`config.mk`:
```
export PLATFORM = sky130hd
export DESIGN_NAME = strobe_watchdog
export DESIGN_NICKNAME = d
export VERILOG_FILES = /design/src/rtl/wdt_pkg.sv /design/src/rtl/wdt_sync.sv /design/src/rtl/wdt_fall_detect.sv /design/src/rtl/wdt_period_sel.sv /design/src/rtl/wdt_counter.sv /design/src/rtl/strobe_watchdog.sv
export SDC_FILE = /design/constraint.sdc
export NUM_CORES = 1
export LEC_CHECK = 0
export BUFFER_PORTS_ARGS = -buffer_cell sky130_fd_sc_hd__clkbuf_2
export CAP_MARGIN = 5
export CORE_MARGIN = 4
export CORE_UTILIZATION = 50
export DETAILED_ROUTE_END_ITERATION = 12
export PLACE_DENSITY = 0.66
export SKIP_CTS_REPAIR_TIMING = 1
export SLEW_MARGIN = 40
export SYNTH_ARGS = -nofsm -noshare
export SYNTH_HDL_FRONTEND = slang
export SYNTH_SLANG_ARGS = --single-unit
```
`constraint.sdc`:
```
create_clock -name clk -period 2.8 [get_ports clk]
set_clock_uncertainty 0.1 [all_clocks]
set_input_delay 0.56 -clock clk [delete_from_list [all_inputs] [get_ports clk]]
set_output_delay 0.56 -clock clk [all_outputs]
set_load 0.005 [all_outputs]
```
`src/rtl/wdt_pkg.sv`:
```
package wdt_pkg;

  typedef enum logic [1:0] {
    TSEL_SHORT = 2'd0,
    TSEL_MID   = 2'd1,
    TSEL_LONG  = 2'd2
  } tsel_e;

  // Code 2'b11 folds onto the medium setting.
  function automatic tsel_e tsel_decode(input logic [1:0] code);
    tsel_e m;
    case (code)
      2'b00:   m = TSEL_SHORT;
      2'b10:   m = TSEL_LONG;
      default: m = TSEL_MID;
    endcase
    return m;
  endfunction

  function automatic int unsigned max3(input int unsigned a, input int unsigned b,
                                       input int unsigned c);
    int unsigned m;
    m = (a > b) ? a : b;
    return (m > c) ? m : c;
  endfunction

endpackage

```
`src/rtl/wdt_sync.sv`:
```
module wdt_sync #(
  parameter int unsigned STAGES  = 2,
  parameter logic        RST_VAL = 1'b0
) (
  input  logic clk,
  input  logic rst,
  input  logic d_i,
  output logic q_o
);

  logic [STAGES-1:0] chain;

  generate
    for (genvar i = 0; i < STAGES; i++) begin : g_stage
      if (i == 0) begin : g_first
        always_ff @(posedge clk) begin
          if (rst) chain[0] <= RST_VAL;
          else     chain[0] <= d_i;
        end
      end else begin : g_next
        always_ff @(posedge clk) begin
          if (rst) chain[i] <= RST_VAL;
          else     chain[i] <= chain[i-1];
        end
      end
    end
  endgenerate

  assign q_o = chain[STAGES-1];

endmodule

```
`src/rtl/wdt_fall_detect.sv`:
```
module wdt_fall_detect (
  input  logic clk,
  input  logic rst,
  input  logic level_i,
  output logic fall_o
);

  logic hist_q;

  always_ff @(posedge clk) begin
    if (rst) hist_q <= 1'b0;
    else     hist_q <= level_i;
  end

  assign fall_o = hist_q & ~level_i;


  rise_not_fall_chk: assert property (@(posedge clk) disable iff (rst)
    fall_o |=> !fall_o);

endmodule

```
`src/rtl/wdt_period_sel.sv`:
```
module wdt_period_sel
  import wdt_pkg::*;
#(
  parameter int unsigned SHORT_TICKS = 16,
  parameter int unsigned MID_TICKS   = 64,
  parameter int unsigned LONG_TICKS  = 128,
  parameter int unsigned CNT_W       = 8
) (
  input  logic             clk,
  input  logic             rst,
  input  logic [1:0]       tsel_i,
  output logic [CNT_W-1:0] limit_o,
  output logic             change_o
);

  tsel_e mode_d, mode_q;

  assign mode_d = tsel_decode(tsel_i);

  // Sampled during reset too, so release never looks like a change.
  always_ff @(posedge clk) begin
    mode_q <= mode_d;
  end

  always_comb begin
    case (mode_d)
      TSEL_SHORT: limit_o = CNT_W'(SHORT_TICKS);
      TSEL_LONG:  limit_o = CNT_W'(LONG_TICKS);
      default:    limit_o = CNT_W'(MID_TICKS);
    endcase
  end

  assign change_o = (mode_q != mode_d);


  fold_code_chk: assert property (@(posedge clk) disable iff (rst)
    (tsel_i == 2'b11) |-> (limit_o == CNT_W'(MID_TICKS)));


  alias_no_change_chk: assert property (@(posedge clk) disable iff (rst)
    ($past(tsel_i) == 2'b01 && tsel_i == 2'b11) |-> !change_o);

endmodule

```
`src/rtl/wdt_counter.sv`:
```
module wdt_counter #(
  parameter int unsigned CNT_W = 8
) (
  input  logic             clk,
  input  logic             rst,
  input  logic             restart_i,
  input  logic [CNT_W-1:0] limit_i,
  output logic             expired_o
);

  logic [CNT_W-1:0] cnt_q;
  logic             hit;

  assign hit = (cnt_q >= limit_i - CNT_W'(1));

  always_ff @(posedge clk) begin
    if (rst) begin
      cnt_q     <= '0;
      expired_o <= 1'b0;
    end else if (restart_i) begin
      cnt_q     <= '0;
      expired_o <= 1'b0;
    end else if (hit) begin
      cnt_q     <= '0;
      expired_o <= 1'b1;
    end else begin
      cnt_q     <= cnt_q + CNT_W'(1);
      expired_o <= 1'b0;
    end
  end


  single_pulse_chk: assert property (@(posedge clk) disable iff (rst)
    expired_o |=> !expired_o);


  restart_wins_chk: assert property (@(posedge clk) disable iff (rst)
    restart_i |=> !expired_o);


  no_overrun_chk: assert property (@(posedge clk) disable iff (rst)
    (cnt_q >= limit_i) |-> restart_i);

endmodule

```
`src/rtl/strobe_watchdog.sv`:
```
module strobe_watchdog
  import wdt_pkg::*;
#(
  parameter int unsigned SHORT_TICKS = 18_750_000,
  parameter int unsigned MID_TICKS   = 75_000_000,
  parameter int unsigned LONG_TICKS  = 150_000_000,
  parameter int unsigned SYNC_STAGES = 2
) (
  input  logic       clk,
  input  logic       rst,
  input  logic       strobe_i,
  input  logic [1:0] tsel_i,
  output logic       expired_o
);

  localparam int unsigned MAX_TICKS = max3(SHORT_TICKS, MID_TICKS, LONG_TICKS);
  localparam int unsigned CNT_W     = $clog2(MAX_TICKS + 1);

  logic             strobe_s;
  logic             fall;
  logic             sel_change;
  logic             restart;
  logic [CNT_W-1:0] limit;
  logic [1:0]       age_q;

  initial begin
    if (SHORT_TICKS < 2 || MID_TICKS < 2 || LONG_TICKS < 2)
      $error("timeouts must be at least two cycles");
  end

  wdt_sync #(.STAGES(SYNC_STAGES), .RST_VAL(1'b0)) u_sync (
    .clk (clk),
    .rst (rst),
    .d_i (strobe_i),
    .q_o (strobe_s)
  );

  wdt_fall_detect u_fall (
    .clk     (clk),
    .rst     (rst),
    .level_i (strobe_s),
    .fall_o  (fall)
  );

  wdt_period_sel #(
    .SHORT_TICKS (SHORT_TICKS),
    .MID_TICKS   (MID_TICKS),
    .LONG_TICKS  (LONG_TICKS),
    .CNT_W       (CNT_W)
  ) u_psel (
    .clk      (clk),
    .rst      (rst),
    .tsel_i   (tsel_i),
    .limit_o  (limit),
    .change_o (sel_change)
  );

  assign restart = fall | sel_change;

  wdt_counter #(.CNT_W(CNT_W)) u_cnt (
    .clk       (clk),
    .rst       (rst),
    .restart_i (restart),
    .limit_i   (limit),
    .expired_o (expired_o)
  );

  // Cycles since reset release, saturating; used only to qualify checks.
  always_ff @(posedge clk) begin
    if (rst)               age_q <= 2'd0;
    else if (age_q != 2'd3) age_q <= age_q + 2'd1;
  end


  fall_seen_chk: assert property (@(posedge clk) disable iff (rst)
    (age_q == 2'd3 && SYNC_STAGES == 2 && $past(strobe_i, 3) && !$past(strobe_i, 2))
      |-> fall);


  rise_ignored_chk: assert property (@(posedge clk) disable iff (rst)
    (age_q == 2'd3 && SYNC_STAGES == 2 && !$past(strobe_i, 3) && $past(strobe_i, 2))
      |-> !fall);

endmodule

```
==> out/metrics.csv, run 1 <==
stage,metric,value,unit
timing,RSZ-0062 raised after global routing,no,
floorplanning,CORE AREA,0.00406,mm²
pwr,maximum vdd drop,0.000322,V
detailed_routing,metal3 WL,95,µm
synth,Seq cells post-synth,34,
detailed_routing,vias per inst,5.56,
floorplanning,Die Area,0.00534,mm²
floorplanning,row cnt,23,
global_route,total track usage,0.178,
detailed_routing,routed length per instance,14.6,µm
synth,number of synthesized flops with an enable pin,0,
synth,dominant synthesized flop cell,dfxtp_1,
timing,Final Critical Period,2.43,ns
place,gpl congestion,0.832,
floorplanning,# IOs,6,
place,hpwl dp,3.13,mm
setup_path,Reg-to-Reg Start,u_cnt.cnt_q[8]$_SDFF_PP0_,
detailed_routing,Pre-antenna DRT Iters,4,
global_route,largest net degree at the start of global routing,22,
clock_network,Max H-tree Level,2,
clock_network,TritonCTS Buffers,5,
layout,fin nets,260,
detailed_routing,WL met2,1.85,mm
synth,mapped cell area,0.00212,mm²
setup_path,CP Data Arrival Time,2.51,ns
detailed_routing,final WL,4.13,mm
clock_network,CTS tree,done,
place,IO Port Bufs,5,
global_route,initial antenna violation count,0,
layout,post-layout util,0.576,
timing,final hold vios,0,
detailed_routing,Via Count,1574,
layout,Fill cells,370,
timing,"Slew Viols, Final",0,
global_route,total gr overflow,0,
clock_network,Clock Path Buffers,2,
pwr,power density over cell area,382,mW/mm²
clock_network,clk slew on worst S/H paths,0.06,ns
setup_path,CP required,2.88,ns
timing,Achievable Freq,0.411,GHz
synth,leading area contributor after synthesis,dfxtp_1,
synth,Synth top area share,0.321,
flow_run,max-cap viol count,0,
detailed_routing,# DRC,0,
setup_path,FF-to-FF setup slack,0.65,ns
floorplanning,initial core utilization,0.522,
floorplanning,Die Wd,73.1,µm
clock_network,Clock Sinks,34,
timing,# setup viols final,0,
timing,crit share post-route,0.868,
outcome,status,completed,
min_path,Min-Delay Startpoint,u_sync.chain[0]$_SDFF_PP0_,
setup_path,CP Class,input port to register,
synth,Syn Inst Count,220,
timing,TNS Setup,0,ns
synth,Synth area leaders,"dfxtp_1 (32%), ha_1 (13%), nor3_2 (9.0%), xor2_1 (7.9%), nand3_1 (3.5%)",
setup_path,crit start category,input port,
detailed_routing,Metal-1 WL,2.12,mm
min_path,Hold WC Path Type,register to register,
min_path,hold path depth,1,
synth,ys async rst share,0,
global_route,first-pass GRT wire length,7.19,mm
synth,Synth Area per Inst,9.63,µm²
detailed_routing,antenna violation net count after detailed routing,0,
detailed_routing,DR top layer,met4,
setup_path,Worst R2R Path Depth,6,
setup_path,worst-path maximum fanout,8,
layout,Area Overhead vs Synth,10.3,%
synth,register area share after synthesis,0.321,
clock_network,Worst-Skew Late Latency,0.28,ns
synth,Unique masters post-synth,43,
synth,Ys Warns,0,
floorplanning,Die H,73.1,µm
clock_network,root buf cell,clkbuf_8,
setup_path,RR Endpoint,u_cnt.cnt_q[27]$_SDFF_PP0_,
pwr,P_leak,0.906,nW
global_route,number of global-route vias before repair,1526,
layout,layout cells sized above 1,0.210,
layout,antenna cell count,0,
min_path,Worst Hold End,u_sync.q_o$_SDFF_PP0_,
detailed_routing,initial DRC count,60,
setup_path,CP endpoint kind,register,
## power by group
part           leakage [nW]  internal [W]   total, W  switching (W)
clock network        0.0383      0.000171   0.000333       0.000162
registers             0.275      0.000488   0.000491     0.00000243
logic                 0.593     0.0000304  0.0000694      0.0000390
## registers in the layout, indices dropped and copies added (netlist names)
register         flops
u_cnt.cnt_q         28
u_psel.mode_q        2
u_cnt.expired_o      1
u_fall.hist_q        1
u_sync.chain         1
u_sync.q_o           1
## layout by cell type, fill, tap and decap left out, types with 2 or more instances in the layout
master    synthesis  layout
dfxtp_1          34      34
ha_1             22      22
xor2_1           19      19
nor3_2           19      19
nand3_1          15      15
nand2_1          13      13
nand4_1          12      12
nor3_1            9       9
a21oi_1           8       8
inv_1             7       7
and3_1            7       7
xnor2_1           7       7
buf_4             2       7
clkbuf_8          0       5
clkbuf_2          0       5
nor2_1            4       4
o21ai_0           4       4
o21a_1            3       3
conb_1            2       3
buf_12            0       3
or2_2             2       2
nor3b_1           2       2
nor2b_1           2       2
clkbuf_1          3       2
## synth_stat cells (2+ instances only)
cell      number
xnor2_1        7
buf_2          2
ha_1          22
buf_6          2
a21oi_1        8
nand3_1       15
buf_4          2
or2_2          2
clkbuf_1       3
nand4_1       12
nor2b_1        2
o21a_1         3
nor2_1         4
nand2_1       13
conb_1         2
nor3_1         9
o21ai_0        4
and3_1         7
xor2_1        19
nor3b_1        2
nor3_2        19
inv_1          7
dfxtp_1       34
## layer usage
layer | global-route usage | vias to the layer above
li1 | - | 820
met4 | 0.0738 | 0
met3 | 0.0496 | 5
met1 | 0.241 | 737
met5 | 0 | -
met2 | 0.263 | 12
## per-stage QoR
stage	total power, W	hold slack (ns)	setup WS (ns)	instances	area, µm²
4_1_cts	0.000909	0.359	0.367	283	2340
2_1_floorplan	0.000545	0.314	0.323	221	2120
5_1_grt	0.000940	0.373	0.272	283	2340
3_3_place_gp	0.000570	0.319	0.113	276	2260
3_5_place_dp	0.000571	0.343	0.0698	276	2260
6_report	0.000893	0.352	0.370	283	2340
## worst max-delay path by stage
stage                    from                    endpoint  slack (ns)
floorplan           tsel_i[0]  u_cnt.cnt_q[22]$_SDFF_PP0_        0.32
global placement    tsel_i[1]  u_cnt.expired_o$_SDFF_PP0_        0.11
detailed placement  tsel_i[1]  u_cnt.expired_o$_SDFF_PP0_        0.07
CTS                 tsel_i[1]  u_cnt.expired_o$_SDFF_PP0_        0.37
global route        tsel_i[0]   u_cnt.cnt_q[6]$_SDFF_PP0_        0.27
finish              tsel_i[1]  u_cnt.expired_o$_SDFF_PP0_        0.37
## logic make-up (layout without fill, tap and decap cells)
family | after synthesis | in the layout | synth area share
DFF | 34 | 34 | 0.321
and+or+nand+nor | 97 | 97 | 0.310
buffers and inverters | 17 | 29 | 0.0473
other | 2 | 3 | 0.00355
AOI/OAI and AO/OA | 22 | 22 | 0.0803
adders and majority gates | 22 | 22 | 0.130
xor gates and xnor gates | 26 | 26 | 0.108
## layout make-up
type / instances / area (µm²) / share of cell area
Multi-Input combinational cell: 170 / 1350 / 0.579
Sequential cell: 34 / 681 / 0.291
Timing Repair Buffer: 15 / 138 / 0.0589
Clock buffer: 7 / 76.3 / 0.0327
Tap cell: 50 / 62.6 / 0.0268
Inverter: 7 / 26.3 / 0.0112
## worst max-delay path, cell delays in order
cell,delay [ns]
clkbuf_2,0.12
or2_2,0.32
inv_1,0.07
ha_1,0.22
a41oi_1,0.21
nor2_1,0.07
o31ai_1,0.35
a311oi_4,0.17
buf_4,0.22
o21a_1,0.19
(Power assumes the default switching activity.)
==> run 2, diff against run 1 <==
--- a/config.mk
+++ b/config.mk
@@ -8,9 +8,9 @@
 export BUFFER_PORTS_ARGS = -buffer_cell sky130_fd_sc_hd__clkbuf_2
 export CAP_MARGIN = 5
 export CORE_MARGIN = 4
-export CORE_UTILIZATION = 50
+export CORE_UTILIZATION = 62
 export DETAILED_ROUTE_END_ITERATION = 12
-export PLACE_DENSITY = 0.66
+export PLACE_DENSITY = 0.79
 export SKIP_CTS_REPAIR_TIMING = 1
 export SLEW_MARGIN = 40
 export SYNTH_ARGS = -nofsm -noshare
==> out/metrics.csv, run 2 (synthesis results as in run 1) <==
stage,metric,value,unit,change
global_route,number of global-route vias before repair,1661,,was 1526
detailed_routing,final WL,4.29,mm,was 4.13 mm
flow_run,max-cap viol count,0,,unchanged
layout,largest reg by FF count,u_cnt.cnt_q,,unchanged
pwr,maximum vdd drop,0.000232,V,was 0.000322 V
pwr,P_leak,0.876,nW,was 0.906 nW
setup_path,crit start category,input port,,unchanged
setup_path,CP peak stage delay,0.35,ns,about the same
global_route,initial antenna violation count,0,,unchanged
setup_path,Worst R2R Path Depth,6,,unchanged
global_route,total track usage,0.224,,was 0.178
detailed_routing,initial DRC count,137,,was 60
timing,Final Critical Period,2.49,ns,was 2.43 ns
place,gpl congestion,0.900,,was 0.832
timing,# setup viols final,0,,unchanged
global_route,largest net degree at the start of global routing,25,,was 22
detailed_routing,Via Count,1654,,was 1574
setup_path,Setup crit start,tsel_i[0],,was tsel_i[1]
clock_network,Max H-tree Level,2,,unchanged
setup_path,CP Class,input port to register,,unchanged
timing,hold slack,0.341,ns,was 0.352 ns
layout,"leading cell type in the layout, fill and taps excluded",dfxtp_1,,unchanged
place,hpwl dp,3.32,mm,was 3.13 mm
setup_path,Top delay family on crit path,compound AO/OA/AOI/OAI gates,,unchanged
place,IO Port Bufs,5,,unchanged
floorplanning,row cnt,20,,was 23
layout,number of flip-flops in the largest register,28,,unchanged
outcome,status,completed,,unchanged
timing,crit share post-route,0.888,,was 0.868
timing,Achievable Freq,0.402,GHz,was 0.411 GHz
setup_path,CP Data Arrival Time,2.67,ns,was 2.51 ns
detailed_routing,vias per inst,6.04,,was 5.56
min_path,Min-Delay Startpoint,strobe_i,,was u_sync.chain[0]$_SDFF_PP0_
floorplanning,Die H,66.5,µm,was 73.1 µm
setup_path,worst-path cell chain,clkbuf_2 > inv_1 > nand2_1 > buf_4 > ha_1 > nand4_1 > a311oi_1 > o31ai_1 > a311oi_4 > buf_12 > o21a_1,,was clkbuf_2 > or2_2 > inv_1 > ha_1 > a41oi_1 > nor2_1 > o31ai_1 > a311oi_4 > buf_4 > o21a_1
setup_path,worst-path maximum fanout,17,,was 8
clock_network,Clock Sinks,34,,unchanged
layout,biggest regs,"u_cnt.cnt_q: 28 flops, u_psel.mode_q: 2 flops",,unchanged
setup_path,CP required,2.98,ns,was 2.88 ns
setup_path,FF-to-FF setup slack,0.59,ns,was 0.65 ns
setup_path,CP endpoint kind,register,,unchanged
setup_path,Reg-to-Reg Start,u_cnt.cnt_q[8]$_SDFF_PP0_,,unchanged
timing,Worst Slack Setup Final,0.312,ns,was 0.370 ns
layout,multi-input gate area in the final layout,0.00135,mm²,unchanged
layout,antenna cell count,0,,unchanged
floorplanning,initial core utilization,0.672,,was 0.522
clock_network,clk slew on worst S/H paths,0.09,ns,was 0.06 ns
layout,cell area after layout,0.00227,mm²,was 0.00234 mm²
floorplanning,Die Wd,66.5,µm,was 73.1 µm
floorplanning,Die Area,0.00442,mm²,was 0.00534 mm²
detailed_routing,# DRC,0,,unchanged
min_path,hold path depth,2,,was 1
pwr,power density over cell area,350,mW/mm²,was 382 mW/mm²
timing,RSZ-0062 raised after global routing,no,,unchanged
layout,layout cells sized above 1,0.200,,was 0.210
layout,Area Overhead vs Synth,7.38,%,was 10.3%
clock_network,root buf cell,clkbuf_4,,was clkbuf_8
min_path,Hold WC Path Type,input port to register,,was register to register
detailed_routing,Pre-antenna DRT Iters,4,,unchanged
layout,Storage cell area,681,µm²,unchanged
setup_path,CP max-delay cell,a311oi_4,,was o31ai_1
place,pre-CTS WS,-0.0553,ns,was 0.0698 ns
detailed_routing,routed length per instance,15.7,µm,was 14.6 µm
timing,TNS Setup,0,ns,unchanged
layout,"commonest non-fill, non-tap cells in the layout","dfxtp_1 (34), ha_1 (22), xor2_1 (19), nor3_2 (19), nand3_1 (15)",,unchanged
clock_network,Clock Path Buffers,2,,unchanged
layout,Fill cells,248,,was 370
global_route,total gr overflow,0,,unchanged
floorplanning,CORE AREA,0.00315,mm²,was 0.00406 mm²
clock_network,TritonCTS Buffers,5,,unchanged
timing,final hold vios,0,,unchanged
setup_path,Crit. path cell count,11,,was 10
timing,"Slew Viols, Final",0,,unchanged
layout,Finished Layout Cells,274,,was 283
place,Inst Count DP,267,,was 276
floorplanning,# IOs,6,,unchanged
layout,fin nets,257,,was 260
detailed_routing,antenna violation net count after detailed routing,0,,unchanged
place,Area after DPL,0.00223,mm²,was 0.00226 mm²
clock_network,CTS tree,done,,unchanged
setup_path,Worst Path Buf+Inv,4,,was 3
global_route,first-pass GRT wire length,7.46,mm,was 7.19 mm
clock_network,Worst-Skew Late Latency,0.33,ns,was 0.28 ns
run 2: changes by cell type in the layout (fill, tap and decap cells not counted), sizes merged:
cell / delta
buf: -3
run 2: worst paths after layout:
kind | end
setup / recovery | u_cnt.expired_o$_SDFF_PP0_
hold / removal | u_sync.chain[0]$_SDFF_PP0_
setup reg to reg | u_cnt.cnt_q[27]$_SDFF_PP0_
hold reg to reg | u_sync.q_o$_SDFF_PP0_
run 2: routing by layer:
| metal | part of all wire | routed length [µm] | vias up | GRT usage |
|---|---|---|---|---|
| met4 | 0.013 | 55 | 0 | 0.0685 |
| li1 | - | - | 812 | - |
| met1 | 0.43 | 1840 | 798 | 0.260 |
| met5 | 0 | 0 | - | 0 |
| met3 | 0.045 | 195 | 7 | 0.0641 |
| met2 | 0.51 | 2200 | 37 | 0.395 |
run 2: worst reg2reg max path: stages (launching register included):
cell,delay [ns]
dfxtp_1,0.44
nand4_1,0.25
nor4_1,0.41
buf_4,0.24
nand3_1,0.11
or3_1,0.38
a211oi_2,0.21
run 2: layout make-up:
class / instances / share of cell area
clock buffers: 7 / 0.0198
inverters: 7 / 0.0116
multi-input cells: 170 / 0.595
flip-flops and latches: 34 / 0.299
well taps: 44 / 0.0242
repair buffers: 12 / 0.0506
run 2: metrics by stage:
stage	utilization	total power [W]
after floorplan	-	0.000545
after global placement	0.707	0.000561
after detailed placement	0.707	0.000566
after CTS	0.721	0.000805
after global routing	0.721	0.000833
final	0.721	0.000797
run 2: report_power, final:
part	internal [W]	total (W)	switching, W
sequential	0.000488	0.000490	0.00000257
combinational	0.0000264	0.0000642	0.0000377
clock	0.0000945	0.000243	0.000148
